File: src/rtl/spi_rxs_pkg.sv
package spi_rxs_pkg;

    // One status flag together with its arm bit
    typedef struct packed {
        logic flag;
        logic armed;
    } flag_st_t;

    // Interrupt enable pair
    typedef struct packed {
        logic rx_ie;
        logic err_ie;
    } irq_en_t;

    localparam int NFLAG   = 2;
    localparam int IDX_FUL = 0;
    localparam int IDX_OVR = 1;

endpackage

File: src/rtl/spi_rxs_flag.sv
module spi_rxs_flag
    import spi_rxs_pkg::*;
(
    input  logic clk,
    input  logic rst,
    input  logic set_i,
    input  logic stat_rd_i,
    input  logic data_rd_i,
    output logic flag_o,
    output logic armed_o
);

    flag_st_t st_d, st_q;
    logic     clearing;

    always_comb begin
        st_d     = st_q;
        clearing = data_rd_i && st_q.armed;

        // a new set always wins over a clear in the same cycle
        if (set_i) begin
            st_d.flag = 1'b1;
        end else if (clearing) begin
            st_d.flag = 1'b0;
        end

        // arm only when the flag is seen and is not being cleared now
        if (stat_rd_i && st_q.flag && !clearing) begin
            st_d.armed = 1'b1;
        end else if (data_rd_i) begin
            st_d.armed = 1'b0;
        end
    end

    always_ff @(posedge clk) begin
        if (rst) begin
            st_q <= '0;
        end else begin
            st_q <= st_d;
        end
    end

    assign flag_o  = st_q.flag;
    assign armed_o = st_q.armed;

endmodule

File: src/rtl/spi_rxs_dreg.sv
module spi_rxs_dreg #(
    parameter int DW = 8
) (
    input  logic          clk,
    input  logic          rst,
    input  logic          load_i,
    input  logic [DW-1:0] byte_i,
    output logic [DW-1:0] data_o
);

    logic [DW-1:0] data_d, data_q;

    always_comb begin
        data_d = data_q;
        if (load_i) begin
            data_d = byte_i;
        end
    end

    always_ff @(posedge clk) begin
        if (rst) begin
            data_q <= '0;
        end else begin
            data_q <= data_d;
        end
    end

    assign data_o = data_q;

endmodule

File: src/rtl/spi_rxs_ctrl.sv
module spi_rxs_ctrl
    import spi_rxs_pkg::*;
#(
    parameter int DW = 8
) (
    input  logic          clk,
    input  logic          rst,
    input  logic          byte_done,
    input  logic [DW-1:0] byte_in,
    input  logic          stat_rd,
    input  logic          data_rd,
    input  logic          cfg_wr,
    input  logic          cfg_rx_ie,
    input  logic          cfg_err_ie,
    output logic [DW-1:0] rx_data,
    output logic          rx_full,
    output logic          ovf,
    output logic          rx_irq,
    output logic          err_irq
);

    logic [NFLAG-1:0] flag_set;
    logic [NFLAG-1:0] flag_v;
    logic [NFLAG-1:0] arm_v;
    logic             full_arm;
    logic             ovf_arm;
    logic             full_clearing;
    logic             accept;
    logic             overrun;
    irq_en_t          en_d, en_q;

    assign full_arm = arm_v[IDX_FUL];
    assign ovf_arm  = arm_v[IDX_OVR];

    always_comb begin
        full_clearing = data_rd && full_arm;
        // receive path is locked while overflow is held
        accept  = byte_done && !flag_v[IDX_OVR] &&
                  (!flag_v[IDX_FUL] || full_clearing);
        overrun = byte_done && !flag_v[IDX_OVR] &&
                  flag_v[IDX_FUL] && !full_clearing;
        flag_set[IDX_FUL] = accept;
        flag_set[IDX_OVR] = overrun;

        en_d = en_q;
        if (cfg_wr) begin
            en_d.rx_ie  = cfg_rx_ie;
            en_d.err_ie = cfg_err_ie;
        end
    end

    always_ff @(posedge clk) begin
        if (rst) begin
            en_q <= '0;
        end else begin
            en_q <= en_d;
        end
    end

    for (genvar g = 0; g < NFLAG; g++) begin : g_flag
        spi_rxs_flag flag_i (
            .clk       (clk),
            .rst       (rst),
            .set_i     (flag_set[g]),
            .stat_rd_i (stat_rd),
            .data_rd_i (data_rd),
            .flag_o    (flag_v[g]),
            .armed_o   (arm_v[g])
        );
    end

    spi_rxs_dreg #(.DW(DW)) dreg_i (
        .clk    (clk),
        .rst    (rst),
        .load_i (accept),
        .byte_i (byte_in),
        .data_o (rx_data)
    );

    assign rx_full = flag_v[IDX_FUL];
    assign ovf     = flag_v[IDX_OVR];
    assign rx_irq  = rx_full && en_q.rx_ie;
    assign err_irq = ovf && en_q.err_ie;

endmodule

File: config.mk
export PLATFORM = sky130hd
export DESIGN_NAME = spi_rxs_ctrl
export DESIGN_NICKNAME = d
export VERILOG_FILES = /design/src/rtl/spi_rxs_pkg.sv /design/src/rtl/spi_rxs_flag.sv /design/src/rtl/spi_rxs_dreg.sv /design/src/rtl/spi_rxs_ctrl.sv
export SDC_FILE = /design/constraint.sdc
export NUM_CORES = 1
export LEC_CHECK = 0
export BUFFER_PORTS_ARGS = -buffer_cell sky130_fd_sc_hd__clkbuf_2
export CAP_MARGIN = 20
export CORE_AREA = 3 3 40 42
export CTS_BUF_LIST = sky130_fd_sc_hd__clkbuf_8
export CTS_CLUSTER_SIZE = 24
export DETAILED_ROUTE_END_ITERATION = 10
export DIE_AREA = 0 0 43 45
export PLACE_DENSITY_LB_ADDON = 0.3
export SLEW_MARGIN = 5
export SYNTH_ARGS = -nofsm -noshare
export SYNTH_HDL_FRONTEND = slang
export SYNTH_SLANG_ARGS = --single-unit
File: constraint.sdc
create_clock -name clk -period 1.25 [get_ports clk]
set_input_delay 0.1875 -clock clk [delete_from_list [all_inputs] [get_ports clk]]
set_output_delay 0.1875 -clock clk [all_outputs]
set_load 0.02 [all_outputs]
==> results of run 1 <==
-- logic make-up after synthesis --
logic type,count (synthesis)
AOI/OAI and AO/OA,19
and+or+nand+nor,19
DFF,14
muxes,4
buffers and inverters,3
-- cell usage after synthesis, drive strengths merged --
| cell | number |
|---|---|
| dfxtp | 14 |
| a21oi | 9 |
| o21ai | 8 |
| or3b | 8 |
| nor2 | 5 |
| and2 | 2 |
| buf | 2 |
| mux2 | 2 |
| mux2i | 2 |
| nand2 | 2 |
| a21boi | 1 |
| a311oi | 1 |
| clkbuf | 1 |
| nand2b | 1 |
| nor2b | 1 |
-- timing repair --
item,CTS,global route
pin swaps,3,2
endpoints found under the setup margin,4,3
hold buffers,0,0
resized for setup,5,8
setup buffers,2,0
-- how the worst max path moves through the flow --
stage / endpoint / slack [ns] / from
finish: dreg_i.data_o[5] / 0.06 / g_flag[0].flag_i.flag_o
CTS: dreg_i.data_o[3] / -0.02 / g_flag[0].flag_i.flag_o
floorplan: g_flag[1].flag_i.flag_o / 0.02 / g_flag[0].flag_i.flag_o
detailed placement: dreg_i.data_o[3] / -0.01 / g_flag[0].flag_i.flag_o
global route: err_irq / 0.02 / g_flag[1].flag_i.flag_o
global placement: dreg_i.data_o[2] / 0.02 / g_flag[0].flag_i.flag_o
-- metrics by stage --
step	TNS [ns]	std cells
floorplan	0	59
global placement	0	102
detailed placement	-0.0160	102
CTS	-0.0345	107
global route	0	107
finish	0	107
-- power by group --
part	switching (µW)	total, µW	leakage, µW	internal [µW]
sequential	13.3	489	0.000116	476
clock	144	357	0.0000216	213
combinational	108	212	0.000242	104
total	265	1060	0.000379	792
-- worst max-delay path, delay by kind of cell, from the launching register on --
kind / cells / cell delay, ns
AOI/OAI and AO/OA: 2 / 0.30
buffers and inverters: 1 / 0.13
DFF: 1 / 0.32
and+or+nand+nor: 1 / 0.37
-- sequential cells by signal (all words and copies together) (netlist names) --
name                   count
g_flag.flag_i.flag_o       2
g_flag.flag_i.armed_o      2
dreg_i.data_o              8
en_q                       2
-- final cells by class --
| type | count | area (µm²) |
|---|---|---|
| multi-input combinational | 42 | 310 |
| fill | 106 | 444 |
| timing repair buffer | 33 | 188 |
| clock buffer | 3 | 41.3 |
| tap | 15 | 18.8 |
| sequential | 14 | 283 |
-- per-layer routing --
layer,wire length [µm],part of all wire (%)
met5,0,0
met3,98,7.4
met2,605,45
met4,10,0.75
met1,617,46
==> results.py, run 1 <==
metrics = {
    "status": {
        "status": "finished clean",
    },
    "worst_hold_path": {
        "holdPathStages": 3,
        "holdCritStartpoint": "cfg_rx_ie",
        "hold_path_end": "en_q[1]",
        "hp-class": "input pin to register",
    },
    "timing": {
        "grt_setup_unrepaired": "no",
        "skew_ns": 0.00138,
        "tightestPinTransition_ns": 0.330,
        "whs_ns": 0.189,
        "setup_viol": 0,
        "setup_slack_ns": 0.0557,
        "finalHoldViolations": 0,
        "fin_crit_ns": 1.19,
        "slew_headroom_pct": 78.0,
        "timing.final.crit_share_pct": 95.5,
        "max_freq_ghz": 0.837,
        "drv_slew": 0,
    },
    "critical_path": {
        "crit_type": "register to register",
        "worstPathRequired_ns": 1.41,
        "slowest_stage": "or3b_1",
        "startpoint_type": "register",
        "max_stage_delay_ns": 0.37,
        "cp_max_fo": 6,
        "r2r_setup_slack_ns": 0.06,
        "rr_startpoint": "g_flag[0].flag_i.flag_o",
        "end_kind": "register",
        "crit_arrival_ns": 1.35,
        "rr_worst_depth": 4,
        "crit_chain": "a21boi_4 -> buf_6 -> or3b_1 -> a21oi_1",
        "rr_endpoint": "dreg_i.data_o[5]",
    },
    "logic_synthesis": {
        "ys_types": 18,
        "synth.mux.area_fraction_pct": 7.33,
        "synth-compound-area-share_pct": 18.1,
        "synth_top_family_by_area": "simple AND/OR/NAND/NOR gates",
        "synthAdderAreaFrac_pct": 0,
        "yosys.area.top_type": "dfxtp_1",
        "ys.warnings.count": 0,
        "synth.avg_cell_area_um2": 9.84,
        "yosys.area_share.simple_pct": 22.4,
        "ys_seq_area_share_pct": 48.3,
        "syn-instance-count": 59,
        "synth_nets": 75,
        "synth_xor_area_share_pct": 0,
        "syn_area_um2": 581,
        "ys_ff_latch": 14,
        "synth.area.top_cells": "dfxtp_1 48%, a21oi_1 7.8%, o21ai_0 6.9%",
        "synthDominantCellAreaShare_pct": 48.3,
    },
    "routing": {
        "drt-initial-drc-count": 10,
        "wl_per_cell_um": 12.4,
        "ant_nets": 0,
        "drt-total-wl_um": 1330,
        "routed_via_density": 4.97,
        "vias": 532,
        "dr.pass1.iters": 4,
        "post-route-drc-count": 0,
    },
    "global_routing": {
        "use_met2_pct": 18.6,
        "globalRouteMet3Util_pct": 3.98,
        "gr-total-overflow": 0,
        "grt_pass1_vias": 455,
        "antenna_found_initial": 0,
        "grt_first_pass_wirelength_um": 1980,
        "grt_use_total_pct": 13.9,
        "use_met1_pct": 19.3,
        "busiest_layer": "met1",
        "grt_max_degree": 18,
    },
    "finish": {
        "final_common_cell": "clkbuf_2",
        "drive_above_1_share_pct": 55.4,
        "area_delta_synth_final_pct": 44.8,
        "final_cell_mix": "27 x clkbuf_2, 12 x dfxtp_1, 8 x o21ai_0, 5 x a21oi_1, 5 x nor2_1",
        "postLayoutCellArea_um2": 841,
        "diodes": 0,
        "finalNetCount": 110,
        "fin_util_pct": 65.4,
    },
    "cts": {
        "cts_num_sinks": 14,
        "clock_latency_ns": 0.24,
        "path_clk_slew_ns": 0.05,
        "cts_tree": "done",
        "h-tree-depth": 1,
        "cts-buffers-inserted": 3,
        "cts_buffer_depth": 2,
        "cts-root-buf": "clkbuf_8",
    },
    "power_and_ir_drop": {
        "power_uw": 1060,
        "p_leak_uw": 0.000379,
        "irDropWorstVdd_uv": 758,
        "p_per_area_mw_per_mm2": 1260,
    },
    "place": {
        "gp_congestion": 0.722,
        "io_buffers": 27,
        "place_area_um2": 742,
        "post-place-ws_ns": -0.0117,
    },
    "floorplan": {
        "pin_count": 28,
        "coreArea_mm2": 0.00128,
        "initial_core_util_pct": 45.2,
        "dieArea_mm2": 0.00194,
        "die_h_um": 45,
        "row_count": 13,
        "fp.dieW_um": 43,
    },
    "flow_run": {
        "maxCapViolCount": 0,
    },
}
Power figures use the tool's default switching activity.
==> inputs of run 2 (changes only) <==
CORE_AREA = 2 2 39 41   (was 3 3 40 42)
CTS_CLUSTER_DIAMETER = 40   (was not set)
DIE_AREA = 0 0 41 43   (was 0 0 43 45)
==> run 2 against run 1 <==
Non-clock buffer count did not move. Core utilization fell by 3.6 points. Maximum frequency rose by 0.11%. Register-to-register slack barely moved. Critical endpoint is now dreg_i.data_o[3]. Highest routed layer is now met3.
==> results.py, run 2 (synthesis results as in run 1) <==
metrics = {
    "global_routing": {
        "use_met1_pct": 19.7,
        "grt_max_degree": 18,
        "grt_use_total_pct": 16.8,
        "globalRouteMet3Util_pct": 3.14,
        "antenna_found_initial": 0,
        "grt_pass1_vias": 479,
        "busiest_layer": "met2",
        "use_met2_pct": 28.4,
        "gr-total-overflow": 0,
        "grt_first_pass_wirelength_um": 2000,
    },
    "status": {
        "status": "finished clean",
    },
    "power_and_ir_drop": {
        "p_sw_share_pct": 23.9,
        "comb_power_share_pct": 18.7,
        "switchingPower_uw": 270,
        "pwr-share-clk_pct": 37.9,
        "internal_power_uw": 858,
        "irDropWorstVdd_uv": 615,
        "pwr-share-seq_pct": 43.4,
        "power_uw": 1130,
        "p_per_area_mw_per_mm2": 1320,
        "p_leak_uw": 0.000387,
    },
    "place": {
        "io_buffers": 27,
        "post-place-ws_ns": -0.00838,
        "gp_congestion": 0.657,
        "hpwl_um": 860,
        "dp_cells": 103,
    },
    "timing": {
        "setup_viol": 0,
        "setup_slack_ns": 0.0570,
        "fin_crit_ns": 1.19,
        "skew_ns": 0.000735,
        "whs_ns": 0.208,
        "timing.final.crit_share_pct": 95.4,
        "grt_setup_unrepaired": "no",
        "tightestPinTransition_ns": 0.334,
        "drv_slew": 0,
        "finalHoldViolations": 0,
        "max_freq_ghz": 0.838,
        "slew_headroom_pct": 77.7,
    },
    "finish": {
        "diodes": 0,
        "drive_above_1_share_pct": 55.9,
        "fin_util_pct": 61.8,
        "largest_reg_flops": 8,
        "area_delta_synth_final_pct": 47.4,
        "final_cell_mix": "27 x clkbuf_2, 12 x dfxtp_1, 8 x o21ai_0, 5 x a21oi_1, 5 x nor2_1",
        "finalNetCount": 110,
        "stdcell_count": 109,
        "final_common_cell": "clkbuf_2",
    },
    "routing": {
        "routed_via_density": 5.07,
        "wl_per_cell_um": 11.9,
        "ant_nets": 0,
        "drt-initial-drc-count": 7,
        "vias": 553,
        "post-route-drc-count": 0,
        "drt-total-wl_um": 1300,
        "dr.pass1.iters": 4,
    },
    "critical_path": {
        "worstPathRequired_ns": 1.42,
        "slowest_stage": "or3b_4",
        "cp_max_fo": 7,
        "crit_type": "register to register",
        "max_stage_delay_ns": 0.39,
        "cpLargestDelayFamily": "simple AND/OR/NAND/NOR gates",
        "crit_chain": "a21boi_4 -> buf_6 -> or3b_4 -> a21oi_2",
        "crit_arrival_ns": 1.36,
        "crit_buf_inv": 1,
        "end_kind": "register",
        "startpoint_type": "register",
    },
    "flow_run": {
        "maxCapViolCount": 0,
    },
    "floorplan": {
        "row_count": 14,
        "pin_count": 28,
        "fp.dieW_um": 41,
        "coreArea_mm2": 0.00138,
        "die_h_um": 43,
        "dieArea_mm2": 0.00176,
        "initial_core_util_pct": 42.0,
    },
    "cts": {
        "postCtsHoldBufs": 0,
        "cts_buffer_depth": 2,
        "clock_latency_ns": 0.24,
        "h-tree-depth": 1,
        "cts_tree": "done",
        "cts-root-buf": "clkbuf_8",
        "cts-buffers-inserted": 3,
        "path_clk_slew_ns": 0.06,
        "cts_num_sinks": 14,
    },
    "worst_hold_path": {
        "hp-class": "input pin to register",
    },
}
[run 2: per-layer routing]
metal	up-vias	share of wire, %
met5	-	0
met4	0	0
met3	0	5.1
met2	15	54
met1	260	41
li1	278	-
[run 2: layout make-up]
class / count / area [µm²]
Fill cell: 118 / 528
Timing Repair Buffer: 33 / 188
Tap cell: 16 / 20.0
Clock buffer: 4 / 55.1
Multi-Input combinational cell: 42 / 310
Sequential cell: 14 / 283
[run 2: path summary, 6_finish.rpt]
path / from / endpoint / slack, ns / cells after the start
worst max-delay path: g_flag[0].flag_i.flag_o / dreg_i.data_o[3] / 0.06 / 4
worst min-delay path: cfg_err_ie / en_q[0] / 0.21 / 3
worst max register to register: g_flag[0].flag_i.flag_o / dreg_i.data_o[3] / 0.06 / 4
worst min register to register: g_flag[1].flag_i.armed_o / g_flag[1].flag_i.flag_o / 0.47 / 1
[run 2: power groups by stage]
| stage | sequential, µW | clock, µW | combinational (µW) |
|---|---|---|---|
| 3_3_place_gp | 496 | 0 | 177 |
| 3_5_place_dp | 498 | 0 | 179 |
| 6_report | 490 | 427 | 211 |
| 2_1_floorplan | 525 | 0 | 81.5 |
| 4_1_cts | 489 | 437 | 198 |
| 5_1_grt | 493 | 464 | 232 |
[run 2: metrics by stage]
stage | setup TNS, ns | cell area, µm²
after floorplan | 0 | 581
final | 0 | 856
after detailed placement | -0.0241 | 743
after global routing | 0 | 856
after global placement | 0 | 743
after CTS | -0.00898 | 833
[run 2: worst reg2reg max path, stage by stage, from the launching register on]
cell	delay [ns]
dfxtp_2	0.32
a21boi_4	0.14
buf_6	0.13
or3b_4	0.39
a21oi_2	0.15
[run 2: what timing repair did]
action,in CTS,in global routing
hold endpoints to repair,0,0
setup buffers,2,0
gates resized for setup,5,8
endpoints found under the setup margin,4,4
pin swaps,1,2
